### src/rtl/uart_fifo_pkg.sv
package uart_fifo_pkg;
  typedef enum logic [1:0] {
    REG_CTRL = 2'd0,
    REG_STAT = 2'd1,
    REG_TXD  = 2'd2,
    REG_RXD  = 2'd3
  } reg_sel_e;

  localparam int CTRL_EN_BIT     = 0;
  localparam int CTRL_RXCLR_BIT  = 1;
  localparam int CTRL_TXCLR_BIT  = 2;
  localparam int STAT_RXFULL_BIT = 8;
  localparam int STAT_TXFULL_BIT = 24;
  localparam int STAT_CNT_W      = 8;
endpackage

### src/rtl/uart_sync_fifo.sv
module uart_sync_fifo #(
  parameter int DW    = 8,
  parameter int DEPTH = 256
) (
  input  logic          clk,
  input  logic          rst,
  input  logic          clr,
  input  logic          push,
  input  logic [DW-1:0] wdata,
  input  logic          pop,
  output logic [DW-1:0] rdata,
  output logic [$clog2(DEPTH):0] count,
  output logic          full,
  output logic          empty
);
  localparam int AW = $clog2(DEPTH);

  logic [DW-1:0] mem [DEPTH];
  logic [AW-1:0] wptr, rptr;
  logic          push_ok, pop_ok;

  assign full    = (count == (AW+1)'(DEPTH));
  assign empty   = (count == '0);
  assign push_ok = push && !full && !clr;
  assign pop_ok  = pop && !empty && !clr;

  always_ff @(posedge clk) begin
    if (push_ok) mem[wptr] <= wdata;
  end

  always_ff @(posedge clk) begin
    if (rst) begin
      rdata <= '0;
    end else if (pop && !clr) begin
      rdata <= pop_ok ? mem[rptr] : '0;
    end
  end

  always_ff @(posedge clk) begin
    if (rst || clr) begin
      wptr  <= '0;
      rptr  <= '0;
      count <= '0;
    end else begin
      if (push_ok) wptr <= wptr + 1'b1;
      if (pop_ok)  rptr <= rptr + 1'b1;
      case ({push_ok, pop_ok})
        2'b10:   count <= count + 1'b1;
        2'b01:   count <= count - 1'b1;
        default: count <= count;
      endcase
    end
  end
endmodule

### src/rtl/uart_tx_stage.sv
module uart_tx_stage #(
  parameter int DW = 8
) (
  input  logic          clk,
  input  logic          rst,
  input  logic          clr,
  input  logic          enable,
  input  logic          fifo_empty,
  input  logic [DW-1:0] fifo_rdata,
  output logic          fifo_pop,
  output logic          tx_valid,
  output logic [DW-1:0] tx_data,
  input  logic          tx_ready
);
  logic load;

  assign load     = enable && !fifo_empty && !clr && (!tx_valid || tx_ready);
  assign fifo_pop = load;
  assign tx_data  = fifo_rdata;

  always_ff @(posedge clk) begin
    if (rst || clr) begin
      tx_valid <= 1'b0;
    end else if (load) begin
      tx_valid <= 1'b1;
    end else if (tx_ready) begin
      tx_valid <= 1'b0;
    end
  end
endmodule

### src/rtl/uart_fifo_regs.sv
module uart_fifo_regs
  import uart_fifo_pkg::*;
#(
  parameter int DEPTH = 256,
  parameter int DW    = 8,
  parameter int BUS_W = 32
) (
  input  logic             clk,
  input  logic             rst,
  input  logic             reg_wr,
  input  logic             reg_rd,
  input  logic [1:0]       reg_addr,
  input  logic [BUS_W-1:0] reg_wdata,
  output logic [BUS_W-1:0] reg_rdata,
  input  logic             rx_valid,
  input  logic [DW-1:0]    rx_data,
  output logic             tx_valid,
  output logic [DW-1:0]    tx_data,
  input  logic             tx_ready
);
  localparam int AW  = $clog2(DEPTH);
  localparam int CNT_SHOW = (AW < STAT_CNT_W) ? AW : STAT_CNT_W;

  logic          fifo_en;
  logic          rx_clr_pend, tx_clr_pend;
  logic [1:0]    rd_sel_q;
  logic [BUS_W-1:0] reg_q;
  logic [BUS_W-1:0] stat_word, ctrl_word;

  logic [AW:0]   rx_cnt, tx_cnt;
  logic          rx_full, rx_empty, tx_full, tx_empty;
  logic [DW-1:0] rx_rdata, tx_rdata;
  logic          rx_push, rx_pop, tx_push, tx_pop;
  logic          wr_ctrl;

  assign wr_ctrl = reg_wr && (reg_addr == REG_CTRL);
  assign tx_push = reg_wr && (reg_addr == REG_TXD);
  assign rx_pop  = reg_rd && (reg_addr == REG_RXD);
  assign rx_push = rx_valid && fifo_en;

  always_ff @(posedge clk) begin
    if (rst) begin
      fifo_en     <= 1'b0;
      rx_clr_pend <= 1'b0;
      tx_clr_pend <= 1'b0;
    end else begin
      rx_clr_pend <= 1'b0;
      tx_clr_pend <= 1'b0;
      if (wr_ctrl) begin
        fifo_en     <= reg_wdata[CTRL_EN_BIT];
        rx_clr_pend <= reg_wdata[CTRL_RXCLR_BIT];
        tx_clr_pend <= reg_wdata[CTRL_TXCLR_BIT];
      end
    end
  end

  uart_sync_fifo #(.DW(DW), .DEPTH(DEPTH)) u_rx_fifo (
    .clk   (clk),
    .rst   (rst),
    .clr   (rx_clr_pend),
    .push  (rx_push),
    .wdata (rx_data),
    .pop   (rx_pop),
    .rdata (rx_rdata),
    .count (rx_cnt),
    .full  (rx_full),
    .empty (rx_empty)
  );

  uart_sync_fifo #(.DW(DW), .DEPTH(DEPTH)) u_tx_fifo (
    .clk   (clk),
    .rst   (rst),
    .clr   (tx_clr_pend),
    .push  (tx_push),
    .wdata (reg_wdata[DW-1:0]),
    .pop   (tx_pop),
    .rdata (tx_rdata),
    .count (tx_cnt),
    .full  (tx_full),
    .empty (tx_empty)
  );

  uart_tx_stage #(.DW(DW)) u_tx_stage (
    .clk        (clk),
    .rst        (rst),
    .clr        (tx_clr_pend),
    .enable     (fifo_en),
    .fifo_empty (tx_empty),
    .fifo_rdata (tx_rdata),
    .fifo_pop   (tx_pop),
    .tx_valid   (tx_valid),
    .tx_data    (tx_data),
    .tx_ready   (tx_ready)
  );

  always_comb begin
    ctrl_word = '0;
    ctrl_word[CTRL_EN_BIT]    = fifo_en;
    ctrl_word[CTRL_RXCLR_BIT] = rx_clr_pend;
    ctrl_word[CTRL_TXCLR_BIT] = tx_clr_pend;
    stat_word = '0;
    stat_word[CNT_SHOW-1:0]    = rx_cnt[CNT_SHOW-1:0];
    stat_word[STAT_RXFULL_BIT] = rx_full;
    stat_word[STAT_TXFULL_BIT] = tx_full;
  end

  always_ff @(posedge clk) begin
    if (rst) begin
      rd_sel_q <= REG_CTRL;
      reg_q    <= '0;
    end else if (reg_rd) begin
      rd_sel_q <= reg_addr;
      case (reg_addr)
        REG_CTRL: reg_q <= ctrl_word;
        REG_STAT: reg_q <= stat_word;
        default:  reg_q <= '0;
      endcase
    end
  end

  assign reg_rdata = (rd_sel_q == REG_RXD) ? {{(BUS_W-DW){1'b0}}, rx_rdata} : reg_q;
endmodule

### config.mk
export PLATFORM = sky130hd
export DESIGN_NAME = uart_fifo_regs
export DESIGN_NICKNAME = d
export VERILOG_FILES = /design/src/rtl/uart_fifo_pkg.sv /design/src/rtl/uart_sync_fifo.sv /design/src/rtl/uart_tx_stage.sv /design/src/rtl/uart_fifo_regs.sv
export SDC_FILE = /design/constraint.sdc
export NUM_CORES = 2
export LEC_CHECK = 0
export ABC_CLOCK_PERIOD_IN_PS = 5900
export BUFFER_PORTS_ARGS = -buffer_cell sky130_fd_sc_hd__clkbuf_2
export CORE_ASPECT_RATIO = 1.5
export CORE_MARGIN = 4
export CORE_UTILIZATION = 34
export CTS_BUF_LIST = sky130_fd_sc_hd__clkbuf_4 sky130_fd_sc_hd__clkbuf_8
export CTS_CLUSTER_DIAMETER = 30
export DETAILED_ROUTE_END_ITERATION = 16
export HOLD_SLACK_MARGIN = 0.02
export PLACE_DENSITY = 0.54
export SLEW_MARGIN = 25
export SYNTH_ARGS = -nofsm -noshare
export SYNTH_HDL_FRONTEND = slang
export SYNTH_HIERARCHICAL = 1
export SYNTH_SLANG_ARGS = --single-unit
### constraint.sdc
create_clock -name clk -period 5.9 [get_ports clk]
set_clock_uncertainty 0.2 [all_clocks]
set_input_delay 1.18 -clock clk [delete_from_list [all_inputs] [get_ports clk]]
set_output_delay 1.18 -clock clk [all_outputs]
set_load 0.1 [all_outputs]
; After elaboration in Yosys (flattened, before gate mapping)
; Memories as Yosys holds them, arrays and structs flattened. A register that Yosys moved wholly into a read port is not among the register bits.
; Index checks and enable logic that the tools add are counted.
[op_classes]
addsub = 8
n_eq_ne = 10
mux = 13
bitwise_logic = 1
n_reduce_logical = 34
[ops]
columns = cell, count
row1 = case mux 25 bit (2 select lines), 1
row2 = case mux 9 bit (2 select lines), 2
row3 = "adder 8 x 1 -> 8 bit, second input constant", 4
row4 = two-way mux 32 bit, 1
row5 = two-way mux 8 bit, 3
row6 = "adder 9 x 1 -> 9 bit, second input constant", 2
row7 = "equality test 9 bit, second input constant", 2
row8 = zero test 9 bit, 2
row9 = "subtractor 9 x 1 -> 9 bit, second input constant", 2
row10 = logical AND 1 bit, 17
row11 = "equality test 2 bit, second input constant", 5
row12 = zero test 1 bit, 7
row13 = "equality test 2 x 1 -> 1 bit, second input constant", 3
row14 = two-way mux 1 bit, 6
row15 = nonzero test 2 bit, 3
row16 = logical OR 1 bit, 3
row17 = zero test 2 bit, 1
row18 = OR reduction 2 bit, 1
row19 = inverter 1 bit, 1
[word_totals]
reg_bits = 96
ramBits = 4096
input_bits = 48
output_inout_bits = 41
elab_cells = 81
mem_count = 2
[memory_table]
columns = name, depth, width, rd, rd_ports_with_merged_regs, wr, line_no
row1 = u_rx_fifo.mem, 256, 8, 1, 1, 1, uart_sync_fifo.sv:18  ; logic [DW-1:0] mem [DEPTH];
row2 = u_tx_fifo.mem, 256, 8, 1, 1, 1, uart_sync_fifo.sv:18

; Longest topological paths before layout
[logic_depth]
depth_word = 9
mapped_depth = 19
depth_no_buf = 16

; By module
; The synthesis kept the hierarchy.
[by_module_without_submodules]
columns = module, n_inst, cells_each, area_each_um2, seq_area_each_um2
row1 = uart_sync_fifo, 2, 3850, 81344.3, 62319.8
row2 = uart_fifo_regs, 1, 84, 857.1, 300.3
row3 = uart_tx_stage, 1, 13, 112.6, 20.0

; Worst setup path after synthesis
; OpenSTA, ideal clock, no wires.
[synth_timing]
path_kind = input to register
start = input tx_ready
end = register u_tx_fifo.count[6]
setup_time_ns = 0.101
t_arrival_ns = 4.785
required_ns = 5.599
setup_slack_ns = 0.814
cell_stages = 16
path_buffers = 2
path_cell_list = nand2b_1 nor3b_1 nand2b_1 a31oi_1 ha_1 clkbuf_1 buf_1 xor2_1 ha_1 a21oi_1 nor4b_1 a221oi_1 or4b_2 a21boi_0 o311ai_0 o41ai_1
[synth_between]
elab_chain_cells = 6
word_cells_on_any_way = 8
classes_between = eq/ne: 2 / mux: 1 / reduce/logical: 5
[synth_rtl]
columns = item, line_no
row1 = start: declaration, uart_fifo_regs.sv:19  ; input logic tx_ready
row2 = logical OR 1 bit (*), uart_tx_stage.sv:17  ; assign load = enable && !fifo_empty && !clr && (!tx_valid || tx_ready);
row3 = logical AND 1 bit (*), uart_tx_stage.sv:17
row4 = via tx_pop, uart_fifo_regs.sv:33  ; logic rx_push, rx_pop, tx_push, tx_pop;
row5 = logical AND 1 bit (*) (2 in series), uart_sync_fifo.sv:25  ; assign pop_ok = pop && !empty && !clr;
row6 = equality test 2 x 1 -> 1 bit or equality test 2 bit (tied branches), uart_sync_fifo.sv:47  ; case ({push_ok, pop_ok})
row7 = case mux 9 bit (2 select lines) or nonzero test 2 bit (tied branches), n/a
row8 = end signal: assignment, uart_sync_fifo.sv:48  ; 2'b10: count <= count + 1'b1;
row9 = end signal: assignment, uart_sync_fifo.sv:49  ; 2'b01: count <= count - 1'b1;
row10 = end signal: assignment, uart_sync_fifo.sv:50  ; default: count <= count;
row11 = end: declaration, uart_sync_fifo.sv:12  ; output logic [$clog2(DEPTH):0] count,
; Mark *: on every way through the listed nets, which the timed path passes. The rest lies on a longest branch.
; A chain may end at the register's enable or synchronous reset.

==> results_dict.tcl <==
set metrics [dict create \
    relSlewSlack 0.2518 \
    r2r_setup_slack_ns 1.46 \
    cap_violations 0 \
    fmax_ghz 0.2252 \
    dp.final_hpwl_um 297400 \
    num_vias 82403 \
    post_cts_resized 0 \
    cp_data_arrival_time_ns 5.36 \
    die_w_um 574.5 \
    finalNonFillerCells 15565 \
    worstMarginPinSlew_ns 1.118 \
    clock_latency_ns 1.24 \
    hp-start "reg_wdata[5]" \
    critical_path_class "flop to flop" \
    nets 8619 \
    cts_buffer_depth 4 \
    die_height_um 857.7 \
    whs_ns 0.1565 \
    h-tree-depth 6 \
    hold_viol 0 \
    area_growth_pct 15.52 \
    grt-ovfl-total 0 \
    gp_congestion 0.8662 \
    antenna_found_initial 14 \
    routed_via_density 5.294 \
    wl_per_cell_um 29.92 \
    wl_um 465700 \
    fin_crit_sh 0.7528 \
    synth_area_per_cell_um2 20.99 \
    critPathCaptureType "flop" \
    p_leak_nw 56.97 \
    grt_pass1_vias 86402 \
    fin_setup_tns_ns 0 \
    clockRootBuffer "clkbuf_8" \
    hold_class "input port to flop" \
    crit_required_ns 6.81 \
    finalMaxSlewViolations 0 \
    dr.first_iter.drc_count 8680 \
    drcViolationCount 0 \
    grt.total_usage 0.1847 \
    cts_buffers 712 \
    critPathLaunchType "flop" \
    place_inst 14253 \
    yosys_warnings 6 \
    rr_endpoint "u_tx_fifo/rdata[6]$_SDFFE_PP0P_" \
    r2r_cells 7 \
    first_pass_iters 6 \
    fin_crit_ns 4.441 \
    die_area_mm2 0.4927 \
    synthesis.area_mm2 0.1637 \
    portBuffers 42 \
    synth_cells 7796 \
    rsz0062_at_grt "no" \
    rows 311 \
    status "finished clean" \
    cts_tree "yes" \
    hold_path_end "u_tx_fifo/mem[217][5]$_DFFE_PP_" \
    grt_max_degree 173 \
    p_per_area_mw_per_mm2 325.3 \
    hold-path-cell-count 1 \
    numClockSinks 4194 \
    postRouteAntennaNets 0 \
    irDropWorstVdd_uv 335.2 \
    finalSetupViolCount 0 \
    cts.reportedPaths.clkPinSlew_ns 0.06 \
    coreArea_mm2 0.4790 \
    floorplan.initialDensity 0.3416 \
    drive_gt1_frac 0.3084 \
    grt_pass1_wl_um 658200 \
    cp_max_fo 34 \
    io_pins 89 \
]
-- power breakdown --
part | internal, mW | leakage, nW | switching (mW) | total, mW
Sequential | 32.7 | 37.6 | 0.00653 | 32.7
Combinational | 0.0948 | 11.5 | 0.640 | 0.734
Clock | 15.8 | 7.91 | 12.3 | 28.1
Total | 48.6 | 57.0 | 13.0 | 61.5
-- worst max-delay path, stage by stage, from the launching register on --
cell and delay, ns:
dfxtp_4 0.74, clkinv_2 0.74, nand2_1 0.87, a211oi_1 0.14
or4_1 0.71, nor4_1 0.30, a311oi_1 0.20, o41ai_1 0.43
-- metrics by stage --
stage / area [µm²] / util / setup WS, ns / power (mW)
after CTS: 189000 / 0.3946 / 1.417 / 62.16
after floorplan: 163700 / - / 0.8140 / 33.48
after global placement: 173500 / 0.3622 / 0.4901 / 34.02
after detailed placement: 173500 / 0.3623 / 0.6593 / 34.07
after global routing: 189000 / 0.3946 / 1.279 / 63.61
final: 189100 / 0.3947 / 1.459 / 61.50
-- state kept, by name, indices dropped and copies added (netlist names), named ones only --
signal	flops
rd_sel_q	2
tx_clr_pend	1
u_rx_fifo/rdata	8
rx_clr_pend	1
u_rx_fifo/wptr	8
u_rx_fifo/mem	2048
reg_q	10
u_tx_fifo/rdata	8
u_tx_fifo/wptr	8
u_rx_fifo/rptr	8
u_rx_fifo/count	9
fifo_en	1
u_tx_fifo/count	9
u_tx_fifo/rptr	8
u_tx_stage/tx_valid	1
u_tx_fifo/mem	2048
-- cell type report --
class,instances,area [µm²]
Sequential cell,4194,125000
Fill cell,42801,290000
Clock inverter,409,4222
Clock buffer,890,11240
Inverter,20,77.57
Timing Repair Buffer,496,4344
Tap cell,6416,8028
Antenna cell,11,27.53
Multi-Input combinational cell,3129,36120
-- per-layer routing --
metal,up-vias,global-route usage,part of all wire
li1,34015,-,-
met1,44350,0.2147,0.36
met2,3175,0.3343,0.53
met3,863,0.02630,0.056
met4,0,0.08786,0.053
met5,-,0,0
-- timing repair --
action	CTS	global route
hold buffers	1	0
endpoints found under the hold margin	1	0
setup buffers	0	0
-- layout by cell type (no fill, tap or decap), drive strengths merged, types with 86 or more instances in the layout --
| cell | instances |
|---|---|
| o22ai | 86 |
| edfxtp | 4096 |
| nor2 | 648 |
| dfxtp | 98 |
| buf | 453 |
| mux4 | 1036 |
| clkinv | 239 |
| a21oi | 86 |
| nand2 | 179 |
| clkbuf | 932 |
| mux2i | 242 |
-- worst max path at each step --
stage	endpoint	cells after the start	slack [ns]
global placement	u_tx_fifo/count[6]$_SDFFE_PP0P_	17	0.49
floorplan	u_tx_fifo/count[6]$_SDFFE_PP0P_	16	0.81
detailed placement	u_tx_fifo/count[6]$_SDFFE_PP0P_	17	0.66
global route	u_tx_fifo/count[6]$_SDFFE_PP0P_	15	1.28
CTS	u_rx_fifo/rdata[6]$_SDFFE_PP0P_	9	1.42
finish	u_tx_fifo/rdata[6]$_SDFFE_PP0P_	7	1.46
Note: power is estimated with default switching activity, not from simulation.
